==> config.mk <==
export PLATFORM = sky130hd
export DESIGN_NAME = tribus_fetch
export DESIGN_NICKNAME = d
export VERILOG_FILES = /design/src/rtl/tbf_pkg.sv /design/src/rtl/tbf_seq.sv /design/src/rtl/tbf_bus.sv /design/src/rtl/tbf_alu.sv /design/src/rtl/tribus_fetch.sv
export SDC_FILE = /design/constraint.sdc
export NUM_CORES = 1
export LEC_CHECK = 0
export BUFFER_PORTS_ARGS = -buffer_cell sky130_fd_sc_hd__buf_4
export CAP_MARGIN = 30
export CORE_MARGIN = 1
export CORE_UTILIZATION = 57
export DETAILED_ROUTE_END_ITERATION = 6
export PLACE_DENSITY = 0.84
export SLEW_MARGIN = 25
export SYNTH_ARGS = -nofsm -noshare
export SYNTH_HDL_FRONTEND = slang
export SYNTH_SLANG_ARGS = --single-unit
==> constraint.sdc <==
create_clock -name clk -period 6.4 [get_ports clk]
set_input_delay 0.64 -clock clk [delete_from_list [all_inputs] [get_ports clk]]
set_output_delay 0.64 -clock clk [all_outputs]
set_load 0.03 [all_outputs]
==> src/rtl/tbf_pkg.sv <==
package tbf_pkg;

  typedef enum logic [1:0] {
    SLOT_ADDR = 2'd0,
    SLOT_INCR = 2'd1,
    SLOT_XFER = 2'd2,
    SLOT_IDLE = 2'd3
  } slot_e;

  typedef enum logic [1:0] {
    ALU_PASS_A = 2'd0,
    ALU_PASS_B = 2'd1,
    ALU_SUM    = 2'd2,
    ALU_OFF    = 2'd3
  } alu_op_e;

  typedef struct packed {
    logic    pc_to_a;
    logic    imm_to_a;
    logic    one_to_b;
    logic    buf_to_b;
    logic    imm_signed;
    alu_op_e op;
    logic    ld_mar;
    logic    ld_pc;
    logic    ld_ir;
    logic    rd_strobe;
  } ctl_s;

endpackage

==> src/rtl/tbf_seq.sv <==
module tbf_seq
  import tbf_pkg::*;
(
  input  logic  clk,
  input  logic  rst_n,
  input  logic  halt,
  input  logic  imm_rd,
  input  logic  imm_sext,
  output slot_e slot,
  output ctl_s  ctl
);

  slot_e slot_q;
  slot_e slot_d;

  // next-slot selection
  always_comb begin
    slot_d = slot_q;
    case (slot_q)
      SLOT_ADDR: slot_d = SLOT_INCR;
      SLOT_INCR: slot_d = SLOT_XFER;
      SLOT_XFER: slot_d = halt ? SLOT_IDLE : SLOT_ADDR;
      SLOT_IDLE: slot_d = halt ? SLOT_IDLE : SLOT_ADDR;
      default:   slot_d = SLOT_ADDR;
    endcase
  end

  always_ff @(posedge clk or negedge rst_n) begin
    if (!rst_n) slot_q <= SLOT_ADDR;
    else        slot_q <= slot_d;
  end

  // strobe decode per slot
  always_comb begin
    ctl = '0;
    ctl.op = ALU_OFF;
    case (slot_q)
      SLOT_ADDR: begin
        ctl.pc_to_a   = 1'b1;
        ctl.op        = ALU_PASS_A;
        ctl.ld_mar    = 1'b1;
        ctl.rd_strobe = 1'b1;
      end
      SLOT_INCR: begin
        ctl.pc_to_a  = 1'b1;
        ctl.one_to_b = 1'b1;
        ctl.op       = ALU_SUM;
        ctl.ld_pc    = 1'b1;
      end
      SLOT_XFER: begin
        ctl.buf_to_b = 1'b1;
        ctl.op       = ALU_PASS_B;
        ctl.ld_ir    = 1'b1;
      end
      default: begin
        ctl.imm_to_a   = imm_rd;
        ctl.imm_signed = imm_sext;
        ctl.op         = ALU_PASS_A;
      end
    endcase
  end

  assign slot = slot_q;

endmodule

==> src/rtl/tbf_bus.sv <==
module tbf_bus
  import tbf_pkg::*;
#(
  parameter int DATA_W = 32,
  parameter int IMM_W  = 20
) (
  input  ctl_s              ctl,
  input  logic [DATA_W-1:0] pc,
  input  logic [DATA_W-1:0] mbr,
  input  logic [IMM_W-1:0]  ir_lo,
  output logic [DATA_W-1:0] bus_a,
  output logic [DATA_W-1:0] bus_b,
  output logic [1:0]        en_a,
  output logic [1:0]        en_b
);

  localparam int EXT_W = DATA_W - IMM_W;
  localparam int NSRC  = 2;
  localparam logic [DATA_W-1:0] ONE = DATA_W'(1);

  logic [EXT_W-1:0]  ext_bits;
  logic [DATA_W-1:0] imm_word;
  logic [DATA_W-1:0] src_a [NSRC];
  logic [DATA_W-1:0] src_b [NSRC];
  logic [DATA_W-1:0] term_a [NSRC];
  logic [DATA_W-1:0] term_b [NSRC];

  assign ext_bits = ctl.imm_signed ? {EXT_W{ir_lo[IMM_W-1]}} : '0;
  assign imm_word = {ext_bits, ir_lo};

  assign src_a[0] = pc;
  assign src_a[1] = imm_word;
  assign src_b[0] = ONE;
  assign src_b[1] = mbr;
  assign en_a     = {ctl.imm_to_a, ctl.pc_to_a};
  assign en_b     = {ctl.buf_to_b, ctl.one_to_b};

  // gated sources, one per enable
  for (genvar g = 0; g < NSRC; g++) begin : g_src
    assign term_a[g] = {DATA_W{en_a[g]}} & src_a[g];
    assign term_b[g] = {DATA_W{en_b[g]}} & src_b[g];
  end

  always_comb begin
    bus_a = '0;
    bus_b = '0;
    for (int i = 0; i < NSRC; i++) begin
      bus_a = bus_a | term_a[i];
      bus_b = bus_b | term_b[i];
    end
  end

endmodule

==> src/rtl/tbf_alu.sv <==
module tbf_alu
  import tbf_pkg::*;
#(
  parameter int DATA_W = 32
) (
  input  alu_op_e           op,
  input  logic [DATA_W-1:0] a,
  input  logic [DATA_W-1:0] b,
  output logic [DATA_W-1:0] y
);

  always_comb begin
    case (op)
      ALU_PASS_A: y = a;
      ALU_PASS_B: y = b;
      ALU_SUM:    y = a + b;
      default:    y = '0;
    endcase
  end

endmodule

==> src/rtl/tribus_fetch.sv <==
module tribus_fetch
  import tbf_pkg::*;
#(
  parameter int DATA_W = 32,
  parameter int IMM_W  = 20
) (
  input  logic              clk,
  input  logic              rst_n,
  input  logic              halt,
  input  logic              imm_rd,
  input  logic              imm_sext,
  input  logic [DATA_W-1:0] mem_rdata,
  output logic              mem_rd,
  output logic [1:0]        slot,
  output logic [DATA_W-1:0] pc,
  output logic [DATA_W-1:0] mar,
  output logic [DATA_W-1:0] ir,
  output logic [DATA_W-1:0] bus1,
  output logic [DATA_W-1:0] bus2,
  output logic [DATA_W-1:0] bus3
);

  localparam int SYNC_N = 2;

  logic [SYNC_N-1:0] rst_pipe_q;
  logic              rst_sync_n;
  slot_e             slot_s;
  ctl_s              ctl;
  logic [1:0]        en_a;
  logic [1:0]        en_b;
  logic [DATA_W-1:0] pc_q, pc_d;
  logic [DATA_W-1:0] mar_q, mar_d;
  logic [DATA_W-1:0] ir_q, ir_d;
  logic [DATA_W-1:0] mbr_q, mbr_d;
  logic              rd_pend_q;

  // asynchronous assert, synchronous release
  always_ff @(posedge clk or negedge rst_n) begin
    if (!rst_n) rst_pipe_q <= '0;
    else        rst_pipe_q <= {rst_pipe_q[SYNC_N-2:0], 1'b1};
  end
  assign rst_sync_n = rst_pipe_q[SYNC_N-1];

  tbf_seq u_seq (
    .clk      (clk),
    .rst_n    (rst_sync_n),
    .halt     (halt),
    .imm_rd   (imm_rd),
    .imm_sext (imm_sext),
    .slot     (slot_s),
    .ctl      (ctl)
  );

  tbf_bus #(.DATA_W(DATA_W), .IMM_W(IMM_W)) u_bus (
    .ctl   (ctl),
    .pc    (pc_q),
    .mbr   (mbr_q),
    .ir_lo (ir_q[IMM_W-1:0]),
    .bus_a (bus1),
    .bus_b (bus2),
    .en_a  (en_a),
    .en_b  (en_b)
  );

  tbf_alu #(.DATA_W(DATA_W)) u_alu (
    .op (ctl.op),
    .a  (bus1),
    .b  (bus2),
    .y  (bus3)
  );

  // register next values with explicit load enables
  always_comb begin
    pc_d  = ctl.ld_pc  ? bus3      : pc_q;
    mar_d = ctl.ld_mar ? bus3      : mar_q;
    ir_d  = ctl.ld_ir  ? bus3      : ir_q;
    mbr_d = rd_pend_q  ? mem_rdata : mbr_q;
  end

  always_ff @(posedge clk or negedge rst_sync_n) begin
    if (!rst_sync_n) begin
      pc_q      <= '0;
      mar_q     <= '0;
      ir_q      <= '0;
      mbr_q     <= '0;
      rd_pend_q <= 1'b0;
    end else begin
      pc_q      <= pc_d;
      mar_q     <= mar_d;
      ir_q      <= ir_d;
      mbr_q     <= mbr_d;
      rd_pend_q <= ctl.rd_strobe;
    end
  end

  assign mem_rd = ctl.rd_strobe;
  assign slot   = slot_s;
  assign pc     = pc_q;
  assign mar    = mar_q;
  assign ir     = ir_q;

endmodule

After elaboration in Yosys (flattened, before gate mapping)
Index checks and enable logic that the tools add are counted.

storage, ports and cells
  memory bits (writable) = 0
  bits in read-only memories = 0
  word-level logic and storage cells = 34
  register bits = 133
  latch bits = 0
  memories = 0

cells by class
  bitwise operators = 5
  $add $sub $neg = 1
  div/mod/pow operators = 0
  shift-type cells = 0
  $mul = 0
  reduce and logical (&&, ||, !) cells = 5
  equal/unequal tests = 5
  magnitude comparators = 0
  muxes and demuxes = 11

operators by type and width
  kind                  count
  $and A32 B32 Y32      3
  $pmux W32 S3          1
  $add A32 B32 Y32      1
  $or A1 B32 Y32        1
  $or A32 B32 Y32       1
  $mux W12              1
  $eq A2 B2 Y1 const B  3
  $mux W1               6
  $pmux W2 S3           1
  $eq A2 B1 Y1 const B  2
  $logic_not A2 Y1      2
  $pmux W2 S2           1
  $reduce_or A2 Y1      2
  $reduce_or A3 Y1      1
  $mux W2               1

Logic depth before layout (Yosys ltp)
  depth after elaboration = 8
  gate-level depth with buffers = 16
  gate-level depth less buffers = 14

Modules after synthesis
Synthesis repeated with hierarchy kept, for this count alone.

second synthesis, totals
  cell total of the unflattened synthesis = 726
  area total of the unflattened synthesis = 8,570.7 um^2

modules (own cells, without submodules)
  module        area each (um^2)  times used  cells each  seq. area each (um^2)
  tribus_fetch  5,459.0           1           276         3,278.1
  tbf_alu       2,391.0           1           355         0.0
  tbf_bus       585.6             1           79          0.0
  tbf_seq       135.1             1           16          50.0

Worst setup path after synthesis
Ideal clock, no wire load.

  kind = flip-flop to output port
  from = register u_seq.slot_q[1], in the netlist u_seq.slot[1]
  to = output port bus3[28]
  cell stages (with the launch flop) = 17
  arrival = 4.212 ns
  path buffers = 2
  path slack = 1.548 ns
  cells stage by stage = dfrtp_1 > inv_1 > clkbuf_1 > buf_1 > ha_1 > clkinv_1 > nand2_1 > ha_1 > fa_1 > and3_1 > o2111ai_1 > nand3_1 > a21bo_2 > o21ai_0 > o21ai_0 > xnor2_1 > o22ai_1

RTL lines
  what                      line                source
  start: declaration        tbf_seq.sv:13       slot_e slot_q;
  start signal: assignment  tbf_seq.sv:30       else slot_q <= slot_d;
  $eq A2 B2 Y1              tbf_seq.sv:37       case (slot_q)
  $mux W1                   tbf_seq.sv:37
  $and A32 B32 Y32          tbf_bus.sv:41       assign term_b[g] = {DATA_W{en_b[g]}} & src_b[g];
  $or A1 B32 Y32 (*)        tbf_bus.sv:49       bus_b = bus_b | term_b[i];
  via bus2[0]               tribus_fetch.sv:19  output logic [DATA_W-1:0] bus2,
  $add A32 B32 Y32 (*)      tbf_alu.sv:16       ALU_SUM: y = a + b;
  $pmux W32 S3 (*)          tbf_alu.sv:13       case (op)
  end: declaration          tribus_fetch.sv:20  output logic [DATA_W-1:0] bus3

The timed path passes the listed nets; every way through them passes the cells marked *.

Worst setup path after layout
  from = register u_seq.slot_q[1], in the netlist u_seq.slot[1]
  to = output port bus3[31]

on the way
  cells in the longest elaborated chain, start to end = 8

ends and longest elaborated chain
  what                                        line           source
  $eq A2 B1 Y1, or another cell as far along  tbf_seq.sv:37
  $reduce_or A3 Y1 (no source line)           n/a
  $mux W1                                     tbf_seq.sv:37
  $mux W12                                    tbf_bus.sv:28  assign ext_bits = ctl.imm_signed ? {EXT_W{ir_lo[IMM_W-1]}} : '0;
  $and A32 B32 Y32                            tbf_bus.sv:40  assign term_a[g] = {DATA_W{en_a[g]}} & src_a[g];
  $or A32 B32 Y32                             tbf_bus.sv:48  bus_a = bus_a | term_a[i];
  $add A32 B32 Y32                            tbf_alu.sv:16
  $pmux W32 S3 (*)                            tbf_alu.sv:13

Mark *: on every way between the ends. The rest lies on a longest branch, timed or not.

==> results by stage <==
Finish:
- Once layout is complete, the cells apart from fillers number 1198.
- The finished cells cover 10500 um2.
- The repair_antennas step left the layout with diodes totalling 0.
- The utilization of the core after routing is 77.8%.
- The area overhead of the layout relative to synthesis is 30.7%.
- For this run, the post-layout net count is 1085.
- The post-route netlist has 36.4% of its cells at a drive strength greater than 1.
- Fill cells in the final layout number 936.

Setup path:
- The data arrival time of the critical path is 4650 ps.
- The critical path start-end classification is reg2out.
- In this run the worst path has a maximum fanout of 17.
- Data on the critical path is required at its endpoint by 5760 ps.
- The kind of end point of the critical path is a primary output.
- The nature of the critical path startpoint is a register.

Clock tree:
- The number of hold buffers added after CTS is 1.
- The clock drives 133 sinks.
- The insertion delay of the later-clocked pin in the worst-skew pair is 440 ps.
- The count of buffers added by post-CTS timing repair for setup is 0.
- The clock passes through at most 2 buffers.
- The clock tree from TritonCTS is built.
- The cell chosen for the clock root is clkbuf_16.
- Gates resized during post-CTS repair numbered 0.
- The H-tree was split into 4 levels.
- The clock transition at the registers of the reported paths is 70 ps.
- The total CTS buffers is 17.

Timing:
- After routing, the total negative slack on setup checks comes to 0 ps.
- On the final layout, the worst hold slack is 357 ps.
- For the pin with the worst max-slew slack, the measured transition is 985 ps.
- The final critical-path required period is 5290 ps.
- The normalized max-slew margin is 34.2%.
- The highest clock rate is 0.189 GHz.
- The count of final max-slew check failures is 0.
- The number of endpoints with negative hold slack in the final report is 0.
- Setup slack closes at 1110 ps.
- The number of endpoints failing setup at the final stage is 0.
- Between clock sinks in the finished design, the worst skew comes to 8.35 ps.
- Setup repair after global routing left no endpoint under its margin.
- The worst path uses 82.6% of the clock period.

GRT:
- The total overflow reported by the global router is 0.
- The total global routing track utilization is 39.2%.
- The largest net degree at the start of global routing is 70.
- The number of antenna violations at the first check in global routing was 0.
- The via count of the first global-routing pass came to 7556.
- The first global-routing pass estimated 42800 um of wire.

Pwr:
- IR analysis of the VDD net gives a maximum drop of 0.396 mV.
- Summing internal, switching and leakage power gives 6.95 mW.
- In this run the static leakage power is 5.26 nW.
- In this run the power density over the cells is 664 nW/um2.

Place:
- In this run the cell area measured after placement is 9860 um2.
- Routability-driven placement finished with a final weighted congestion of 0.972.
- The estimated wirelength of the detail-placed design is 19800 um.
- During placement, the flow inserted port buffers numbering 231.
- Including well taps, the total number of placed cells is 1165.
- The post-placement setup slack is 1720 ps.

Logic synthesis:
- The mean area per synthesized cell is 10.0 um2.
- The biggest area contributor in the post-synthesis netlist is dfrtp_1.
- The share of synthesized area occupied by flip-flops and latches is 41.5%.
- Synthesis inferred 133 register bits.
- In the synthesized netlist, the number of instances is 801.
- For this run, the number of Yosys warnings is 0.
- Among all flip-flop cells after synthesis, the most frequent one is dfrtp_1.
- The synthesized design contains 0 enable-type register cells.
- The area fraction of the dominant cell type after synthesis is 41.5%.
- In the post-synthesis netlist, the biggest area contributors are dfrtp_1 42%, mux2_2 11%, ha_1 5.9%, a21oi_1 3.1%, and2_1 2.9%.
- In this run, distinct cell masters in the synthesized netlist total 65.
- The cell area after technology mapping is 8010 um2.
- The number of nets in the synthesized netlist is 877.
- In the synthesized netlist the async set-or-reset flop fraction comes to 100%.

Routing:
- The wire length per cell after detailed routing is 23.2 um.
- The number of optimization iterations in the first detailed-route pass is 6.
- The number of remaining DRC errors is 0.
- The final wirelength is 27800 um.
- The number of vias per cell is 6.44.
- The final route contains 7714 vias.
- Once detail routing completed, the nets flagged for antenna violations numbered 0.
- The number of DRC violations after detailed-routing iteration 0 is 885.

Die:
- The width of the die is 121 um.
- The initial cell density of the core is 59.6%.
- The total number of placement rows is 42.
- From bottom edge to top edge, the die measures 121 um.
- In this run the count of I/O pins placed on the die edge is 232.
- The core region area is 13500 um2.
- The die area is 14500 um2.

Worst hold path:
- The tightest min-delay check is of the reg2reg type.

Flow run:
- Across the run, the number of max-cap violations was 0.

Outcome:
- The run finished with clean final reports.
path summary, 6_finish.rpt:
| check | start | endpoint | slack, ps | cells past startpoint |
|---|---|---|---|---|
| max | u_seq.slot[1]$_DFF_PN0_ | bus3[31] | 1110 | 13 |
| min | rst_pipe_q[0]$_DFF_PN0_ | rst_pipe_q[1]$_DFF_PN0_ | 360 | 0 |
| max reg2reg | u_seq.slot[1]$_DFF_PN0_ | mar[29]$_DFFE_PN0P_ | 2200 | 12 |
| min reg2reg | rst_pipe_q[0]$_DFF_PN0_ | rst_pipe_q[1]$_DFF_PN0_ | 360 | 0 |
| max in group asynchronous | rst_pipe_q[1]$_DFF_PN0_ | mbr_q[30]$_DFFE_PN0P_ | 4580 | 1 |
| min in group asynchronous | rst_pipe_q[1]$_DFF_PN0_ | mar[4]$_DFFE_PN0P_ | 430 | 0 |
layer usage:
metal	global-route usage, %	share of wire [%]	up-vias
li1	-	-	3413
met1	53.2	41	3739
met2	59.1	45	483
met3	10.6	11	79
met4	16.4	3.1	0
met5	0	0	-
final cells by class:
type	instances	area [um2]	share of cell area, %
clock buffer	18	439	4.20
clock inverter	14	159	1.52
inverter	30	113	1.08
multi-input combinational	582	4360	41.7
sequential	133	3330	31.8
tap	176	220	2.10
timing repair buffer	245	1840	17.6
sequential cells by signal, summed over array words and instances (netlist names):
name,cells
mar,32
ir,32
pc,32
u_seq.slot,2
mbr_q,32
rst_pipe_q,2
rd_pend_q,1
cells by family (layout without fill, tap and decap cells):
group / Yosys count / after routing / share of synthesized area, %
XOR/XNOR: 19 / 19 / 2.08
adder cells (fa/ha/maj): 39 / 39 / 6.18
multiplexers: 77 / 77 / 10.8
buffers and inverters: 86 / 307 / 4.12
other: 1 / 1 / 0.0468
AND/OR/NAND/NOR: 179 / 179 / 11.5
flip-flops: 133 / 133 / 41.5
AO/OA/AOI/OAI: 267 / 267 / 23.8
worst max-delay path: stages, from the launching register on:
cell,delay (ps)
dfrtp_1,470
inv_1,530
buf_4,380
a22o_1,250
ha_1,320
and2_4,180
a221oi_2,340
a211oi_2,160
o211ai_2,450
o21ai_2,140
a31oi_1,210
mux2_2,380
a21oi_1,190
buf_4,200
power breakdown:
group | total [mW] | internal, mW | switching, mW
sequential | 1.50 | 1.19 | 0.311
combinational | 4.45 | 1.57 | 2.88
clock | 1.00 | 0.565 | 0.438
total | 6.95 | 3.32 | 3.63
layout by cell type, fill, tap and decap left out, types with 10 or more instances in the layout:
cell,instances
nand2_1,50
inv_1,28
nor2_1,32
a22oi_1,23
clkbuf_16,17
mux2_2,75
a31oi_1,17
and2_1,37
a21o_1,28
ha_1,35
nand3_1,13
a22o_1,17
a21oi_1,50
buf_4,244
o2bb2ai_1,24
xnor2_1,10
o21ai_0,35
dfrtp_1,132
synth_stat cells, types with 5 or more instances:
cell / n
xor2_1: 9
a222oi_1: 9
o22ai_1: 8
and2_1: 37
buf_2: 6
clkbuf_1: 43
nor3_1: 9
ha_1: 38
nor2_1: 33
buf_1: 7
nand3b_1: 5
nand2_1: 50
mux2_2: 75
o21ai_0: 35
inv_1: 28
o31ai_1: 8
a22oi_1: 23
nand3_1: 13
a31oi_1: 17
a21oi_1: 50
dfrtp_1: 133
xnor2_1: 10
a22o_1: 17
a21o_1: 28
nand4_1: 8
o2bb2ai_1: 24
o221ai_1: 9
nor2b_1: 5
Note: power is estimated with default switching activity, not from simulation.
